$ cat src/rtl/hbp_pkg.sv
package hbp_pkg;
    typedef enum logic [1:0] {
        KIND_CMD   = 2'd0,
        KIND_WDATA = 2'd1,
        KIND_RDONE = 2'd2
    } hbp_kind_e;
endpackage

$ cat src/rtl/hbp_sync.sv
module hbp_sync #(
    parameter int          W       = 3,
    parameter int          STAGES  = 2,
    parameter logic [W-1:0] RST_VAL = '1
) (
    input  logic         clk,
    input  logic         rst_n,
    input  logic [W-1:0] d,
    output logic [W-1:0] q
);
    logic [W-1:0] chain_q [STAGES];

    for (genvar s = 0; s < STAGES; s++) begin : g_stage
        always_ff @(posedge clk or negedge rst_n) begin
            if (!rst_n) chain_q[s] <= RST_VAL;
            else if (s == 0) chain_q[s] <= d;
            else chain_q[s] <= chain_q[(s == 0) ? 0 : s-1];
        end
    end

    assign q = chain_q[STAGES-1];
endmodule

$ cat src/rtl/hbp_irq.sv
module hbp_irq #(
    parameter int N = 4
) (
    input  logic         clk,
    input  logic         rst_n,
    input  logic [N-1:0] pend,
    input  logic [N-1:0] en,
    output logic         irq_n
);
    logic irq_n_d, irq_n_q;

    always_comb irq_n_d = ~|(pend & en);

    always_ff @(posedge clk or negedge rst_n) begin
        if (!rst_n) irq_n_q <= 1'b1;
        else        irq_n_q <= irq_n_d;
    end

    assign irq_n = irq_n_q;

    AST_IRQ_LEVEL: assert property (@(posedge clk) disable iff (!rst_n)
        (|(pend & en)) |=> !irq_n_q);
    AST_IRQ_CLEAR: assert property (@(posedge clk) disable iff (!rst_n)
        !(|(pend & en)) |=> irq_n_q);
endmodule

$ cat src/rtl/host_byte_port.sv
module host_byte_port
    import hbp_pkg::*;
#(
    parameter int BYTE_W    = 8,
    parameter int IRQ_N     = 4,
    parameter int SYNC_STG  = 2
) (
    input  logic                clk,
    input  logic                rst_n,
    input  logic                sel_n,
    input  logic                rd_n,
    input  logic                wr_n,
    input  logic                cmd_sel,
    input  logic [BYTE_W-1:0]   bus_in,
    output logic [BYTE_W-1:0]   bus_out,
    output logic                bus_oe,
    output logic                rdy,
    output logic                irq_n,
    input  logic [IRQ_N-1:0]    irq_pend,
    input  logic [IRQ_N-1:0]    irq_en,
    output logic                in_valid,
    output logic [1:0]          in_kind,
    output logic [2*BYTE_W-1:0] in_word,
    input  logic                in_ack,
    input  logic [2*BYTE_W-1:0] out_word,
    output logic                proto_err
);
    localparam int WORD_W = 2 * BYTE_W;

    typedef struct packed {
        logic              rdy;
        logic              phase;   // 0 = high byte next, 1 = low byte next
        logic [BYTE_W-1:0] hi;
        logic [WORD_W-1:0] word;
        hbp_kind_e         kind;
        logic              valid;
        logic              err;
        logic              wr_act;
        logic              rd_act;
    } st_t;

    st_t st_d, st_q;

    logic [2:0] pins_s;
    logic       sel_s, rd_s, wr_s;

    hbp_sync #(.W(3), .STAGES(SYNC_STG), .RST_VAL(3'b111)) u_sync (
        .clk   (clk),
        .rst_n (rst_n),
        .d     ({sel_n, rd_n, wr_n}),
        .q     (pins_s)
    );
    assign {sel_s, rd_s, wr_s} = pins_s;

    hbp_irq #(.N(IRQ_N)) u_irq (
        .clk   (clk),
        .rst_n (rst_n),
        .pend  (irq_pend),
        .en    (irq_en),
        .irq_n (irq_n)
    );

    logic wr_act_now, rd_act_now, wr_end, rd_end;
    assign wr_act_now = ~wr_s & ~sel_s;
    assign rd_act_now = ~rd_s & ~sel_s;
    assign wr_end     = st_q.wr_act & ~wr_act_now;
    assign rd_end     = st_q.rd_act & ~rd_act_now;

    always_comb begin
        st_d        = st_q;
        st_d.wr_act = wr_act_now;
        st_d.rd_act = rd_act_now;

        if (st_q.valid && in_ack) begin
            st_d.valid = 1'b0;
            st_d.rdy   = 1'b1;
        end

        if (wr_end || rd_end) begin
            if (!st_q.rdy) begin
                st_d.err = 1'b1;
            end else if (wr_end) begin
                if (cmd_sel) begin
                    st_d.word  = {{BYTE_W{1'b0}}, bus_in};
                    st_d.kind  = KIND_CMD;
                    st_d.valid = 1'b1;
                    st_d.rdy   = 1'b0;
                    st_d.phase = 1'b0;
                end else if (!st_q.phase) begin
                    st_d.hi    = bus_in;
                    st_d.phase = 1'b1;
                end else begin
                    st_d.word  = {st_q.hi, bus_in};
                    st_d.kind  = KIND_WDATA;
                    st_d.valid = 1'b1;
                    st_d.rdy   = 1'b0;
                    st_d.phase = 1'b0;
                end
            end else begin
                if (!st_q.phase) begin
                    st_d.phase = 1'b1;
                end else begin
                    st_d.word  = '0;
                    st_d.kind  = KIND_RDONE;
                    st_d.valid = 1'b1;
                    st_d.rdy   = 1'b0;
                    st_d.phase = 1'b0;
                end
            end
        end
    end

    always_ff @(posedge clk or negedge rst_n) begin
        if (!rst_n) begin
            st_q        <= '0;
            st_q.rdy    <= 1'b1;
            st_q.kind   <= KIND_CMD;
        end else begin
            st_q <= st_d;
        end
    end

    assign bus_oe    = ~sel_n & ~rd_n;
    assign bus_out   = st_q.phase ? out_word[BYTE_W-1:0] : out_word[WORD_W-1:BYTE_W];
    assign rdy       = st_q.rdy;
    assign in_valid  = st_q.valid;
    assign in_kind   = st_q.kind;
    assign in_word   = st_q.word;
    assign proto_err = st_q.err;

    AST_RDY_NOT_VALID: assert property (@(posedge clk) disable iff (!rst_n)
        !(rdy && in_valid));
    AST_RDY_FALL_OFFER: assert property (@(posedge clk) disable iff (!rst_n)
        $fell(rdy) |-> in_valid);
    AST_RDY_RISE_ACK: assert property (@(posedge clk) disable iff (!rst_n)
        $rose(rdy) |-> $past(in_valid && in_ack));
    AST_ITEM_HOLD: assert property (@(posedge clk) disable iff (!rst_n)
        (in_valid && !in_ack) |=> (in_valid && $stable(in_word) && $stable(in_kind)));
    AST_ERR_STICKY: assert property (@(posedge clk) disable iff (!rst_n)
        proto_err |=> proto_err);
    AST_CMD_UPPER_ZERO: assert property (@(posedge clk) disable iff (!rst_n)
        (in_valid && in_kind == KIND_CMD) |-> (in_word[WORD_W-1:BYTE_W] == '0));
endmodule

$ cat config.mk
export PLATFORM = sky130hd
export DESIGN_NAME = host_byte_port
export DESIGN_NICKNAME = d
export VERILOG_FILES = /design/src/rtl/hbp_pkg.sv /design/src/rtl/hbp_sync.sv /design/src/rtl/hbp_irq.sv /design/src/rtl/host_byte_port.sv
export SDC_FILE = /design/constraint.sdc
export NUM_CORES = 1
export LEC_CHECK = 0
export ABC_AREA = 1
export ABC_CLOCK_PERIOD_IN_PS = 1800
export CAP_MARGIN = 0
export CORE_UTILIZATION = 43
export CTS_CLUSTER_DIAMETER = 100
export DETAILED_ROUTE_END_ITERATION = 8
export GPL_ROUTABILITY_DRIVEN = 0
export PLACE_DENSITY_LB_ADDON = 0.15
export SLEW_MARGIN = 0
export SYNTH_ARGS = -nofsm -noshare
export SYNTH_HDL_FRONTEND = slang
export SYNTH_SLANG_ARGS = --single-unit
$ cat constraint.sdc
create_clock -name clk -period 1.8 [get_ports clk]
set_input_delay 0.36 -clock clk [delete_from_list [all_inputs] [get_ports clk]]
set_output_delay 0.36 -clock clk [all_outputs]
set_load 0.005 [all_outputs]
# After elaboration in Yosys (flattened, before gate mapping)
# Index checks and enable logic that the tools add are counted.
# totals
register_bits,39
latchBits,0
mem_bits_rw,0
mem_bits_ro,0
out_inout_bits,31
mem_count,0
# classes
addsub,0
multipliers,0
n_div,0
n_lt_le_gt_ge,0
n_eq_ne,0
shift,0
muxes,17
n_bitwise,16
reduce_logical,10
# ops
operator,n
$mux 19,4
$mux 8,4
$mux 30,1
$mux 29,1
$not 1->1,10
$and 1x1->1,5
$mux 1,5
$reduce_and 5->1,1
$and 4x4->4,1
$mux 2,2
$reduce_and 2->1,2
$reduce_and 4->1,1
$reduce_bool 2->1,2
$reduce_or 4->1,1
$logic_and 1x1->1,1
$logic_not 1->1,1
$logic_or 1x1->1,1

# Logic depth before layout (Yosys ltp)
# depth
ltp_word,7
depth_mapped,8

# Hierarchy
# From an unflattened synthesis, not the netlist that was laid out.
# hier_totals
hier_cells,212
area_unflattened_um2,1861.8
# modules_own_cells
module,n_inst,cells_per_inst,area_each_um2,seq_area_each_um2
host_byte_port,1,195,1629.1,802.0
hbp_sync,1,9,180.2,157.7
hbp_irq,1,8,52.6,26.3

# Least setup slack after synthesis
# Ideal clock, no wire load.
# synth_timing
path_kind,register -> register
start,"register u_sync.chain_q, in the netlist u_sync.q[2]"
end,"register st_q, in the netlist in_kind[1]"
arrival_time_ns,1.225
t_required_ns,1.683
path_slack_ns,0.458
path_stages_with_launch,9
synth_period_minus_slack_ns,1.342
cell_sequence,dfstp_2 -> inv_1 -> nand2_2 -> nand2_1 -> nand2_1 -> nand3_4 -> buf_6 -> nand2_1 -> nand2_1
# synth_between
elab_chain_cells,6
# synth_lines
item,line_no,text
from (decl),hbp_sync.sv:11,logic [W-1:0] chain_q [STAGES];
"from (signal, indexed assignment)",hbp_sync.sv:17,else chain_q[s] <= chain_q[(s == 0) ? 0 : s-1];
$not 1->1 *,"host_byte_port.sv:64, host_byte_port.sv:65",
"$and 1x1->1, on equally long branches","host_byte_port.sv:64, host_byte_port.sv:65",
"$not 1->1, on equally long branches","host_byte_port.sv:66, host_byte_port.sv:67",
"$and 1x1->1, on equally long branches","host_byte_port.sv:66, host_byte_port.sv:67",
$reduce_bool 2->1 (no source line) or $logic_or 1x1->1 (tied branches),-,
$reduce_and 4->1 (no source line),-,
to (signal assigned),host_byte_port.sv:119,st_q <= st_d;
to (decl),host_byte_port.sv:42,"st_t st_d, st_q;"
# Every way passes the cells marked *; elsewhere a longest branch is shown, timed or not.
# A chain may end at the register's enable or synchronous reset.

# Worst setup path in the final report
# layout_timing
start,register rdy (netlist name)
end,output port rdy
# layout_rtl
item,line_no,text
to (decl),host_byte_port.sv:17,"output logic rdy,"
# No word-level cell between the ends.

==> flow_metrics.tcl <==
set metrics [dict create \
    outcome "finished, final reports clean" \
    nNetsFinal 307 \
    timing.critical_path.required_ns 1.44 \
    critical_path.max_fanout 5 \
    grt-ovfl-total 0 \
    ir_worst_vdd_v 0.000666 \
    drt_pre_antenna_iters 4 \
    yosysSeqAreaShare_pct 54.7 \
    rows 23 \
    drive_gt1_share_pct 12.6 \
    grt_pass1_wl_um 6070 \
    static-leakage-power_nw 1.34 \
    gr-usage-all-layers_pct 18.5 \
    finalInstanceArea_sq_mm 0.00255 \
    synth_seq_cells 39 \
    first_global_vias 1477 \
    placeableCoreArea_sq_mm 0.00400 \
    r2r_slack_ns 0.33 \
    syn-instance-count 206 \
    vias 1454 \
    die_area_sq_mm 0.00446 \
    antenna_found_initial 0 \
    cp_data_arrival_time_ns 1.38 \
    final_common_cell "sky130_fd_sc_hd__nand2_1" \
    synth_top_area_share_pct 43.0 \
    placed_cell_area_sq_mm 0.00242 \
    chipWidth_um 66.8 \
    total_power_mw 3.03 \
    hold_class "input pin to asynchronous set/reset pin" \
    slew_headroom_pct 68.9 \
    synth.cell_area_sq_mm 0.00180 \
    maxSlewViolCount 0 \
    critical_path_class "register to primary output" \
    crit_path_max_incr_delay_ns 0.59 \
    htreeDepth 2 \
    post-place-cells 308 \
    antenna_left 0 \
    post_synth_xor_area_fraction_pct 0 \
    drc 0 \
    drt-wirelength-per-cell_um 10.9 \
    starting_density_pct 45.1 \
    synthesis.nets 245 \
    finalCoreUtilization_pct 63.7 \
    count_of_yosys_warnings_during_synthesis 0 \
    synth_top_area_cell "sky130_fd_sc_hd__dfrtp_1" \
    pre_cts_slack_ns -0.00321 \
    cp_top_family "flip-flops" \
    buffer_cell_driving_the_clock_tree_root "sky130_fd_sc_hd__clkbuf_8" \
    yosysUniqueCellTypes 19 \
    worstMarginPinSlew_ns 0.466 \
    num_antenna_cells 0 \
    viasPerCell 4.56 \
    port-buffer-count 69 \
    report.final.hold_viol_count 0 \
    post_synth_and_or_nand_nor_area_fraction_pct 28.2 \
    fmaxAchievable_ghz 0.574 \
    power.density_cell_area_mw_per_mm2 1190 \
    critical_path.slowest_cell "sky130_fd_sc_hd__dfstp_2" \
    mostFrequentLayoutCells "sky130_fd_sc_hd__nand2_1, sky130_fd_sc_hd__clkdlybuf4s50_1, sky130_fd_sc_hd__dfrtp_1, sky130_fd_sc_hd__nand3_1" \
    sort_of_element_at_the_start_of_the_critical_path "register" \
    synthMuxAreaShare_pct 0 \
    io_pins 70 \
    setup_violating_endpoint_count_in_the_final_report 0 \
    synth.avg_cell_area_sq_um 8.75 \
    die_y_um 66.8 \
    synth-adder-area-share_pct 0 \
    timing.clock.skew_ns 0.00631 \
    dr.first_iter.drc_count 78 \
    final_min_period_over_clock_period_pct 96.7 \
    cts.sinks 39 \
    cts_inserted_buffers 5 \
    worstSetupEndpointType "primary output" \
    cts_tree "yes" \
    clk_pin_slew_worst_paths_ns 0.08 \
    yosys-top-cells-area "sky130_fd_sc_hd__dfrtp_1, sky130_fd_sc_hd__nand2_1, sky130_fd_sc_hd__dfstp_2, sky130_fd_sc_hd__buf_4, sky130_fd_sc_hd__nand3_1" \
    timing.critical_path.cells "clkdlybuf4s50_1" \
    maximum_number_of_pins_on_one_net_before_global_route_repair 40 \
    rsz_0062_raised_after_global_routing "false" \
    buffers_from_clock_root_to_sink_at_most 2 \
    final_critical_path_setup_slack_ns 0.0587 \
    clk_latency_ns 0.29 \
    finish.cell_count_without_fillers 319 \
    area_growth_syn_to_layout_pct 41.3 \
    path_buf_inv 1 \
    wl_um 3480 \
    cap_viol_max_count 0 \
    synth_compound_area_share_pct 3.96 \
    final.min_clock_period_ns 1.74 \
    synth_top_family_by_area "simple AND/OR/NAND/NOR gates" \
    dpl.hpwl_um 2580 \
]
[cells by family after synthesis]
kind of cell / count (synthesis)
compound gates: 13
buf+inv: 40
flops: 39
simple gates: 114
[path summary, 6_finish.rpt]
check,startpoint,endpoint,depth (start not counted)
setup / recovery,rdy$_DFF_PN1_,rdy,1
hold / removal,rst_n,in_word[9]$_DFFE_PN0P_,2
setup reg to reg,st_q[30]$_DFFE_PN0P_,in_word[4]$_DFFE_PN0P_,8
hold reg to reg,u_sync.chain_q[5]$_DFF_PN1_,u_sync.q[2]$_DFF_PN1_,0
max in group asynchronous,rst_n,rdy$_DFF_PN1_,2
min in group clk,u_sync.chain_q[5]$_DFF_PN1_,u_sync.q[2]$_DFF_PN1_,0
[flip-flops by register name, summed over array words and instances (netlist names)]
register and flops:
u_sync.q 3, u_sync.chain_q 3, rdy 1, in_kind 2
in_valid 1, proto_err 1, in_word 16, u_irq.irq_n 1
st_q 11
[Yosys cell counts, drive strengths merged]
cell,instances
nand3,19
dfstp,8
a221oi,1
buf,21
o21ai,10
nor2,15
nand2,79
a21o,1
nor3,1
inv,18
clkbuf,1
dfrtp,31
a21oi,1
[metrics by stage]
stage	hold WS [ns]	TNS [ns]
global route	0.149	0
CTS	0.116	-0.101
finish	0.106	0
global placement	0.346	-0.000196
floorplan	0.0644	0
detailed placement	0.347	-0.00429
[repair_timing]
action                     in CTS  in global routing
buffers inserted                0                  3
hold buffers                    0                  0
setup endpoints to repair       8                  6
resized for setup               5                  8
[cell type report]
cell class	count	area, sq um
clock buffers	6	72.6
clock inverters	2	12.5
fillers	349	1450
inverters	18	70.1
multi-input cells	127	583
flip-flops and latches	39	986
well taps	50	62.6
repair buffers	77	761
[per-layer routing]
| metal | part of all wire (%) | track usage (%) | routed length, um | vias to the layer above |
|---|---|---|---|---|
| li1 | - | - | - | 741 |
| met1 | 42 | 20.2 | 1480 | 653 |
| met2 | 51 | 33.6 | 1760 | 58 |
| met3 | 6.5 | 5.99 | 226 | 2 |
| met4 | 0.40 | 5.59 | 14 | 0 |
| met5 | 0 | 0 | 0 | - |
[power breakdown]
group | total, mW | internal (mW) | switching, mW
logic | 1.18 | 0.668 | 0.512
clock network | 0.564 | 0.271 | 0.294
registers | 1.28 | 1.13 | 0.148
Power figures use the tool's default switching activity.
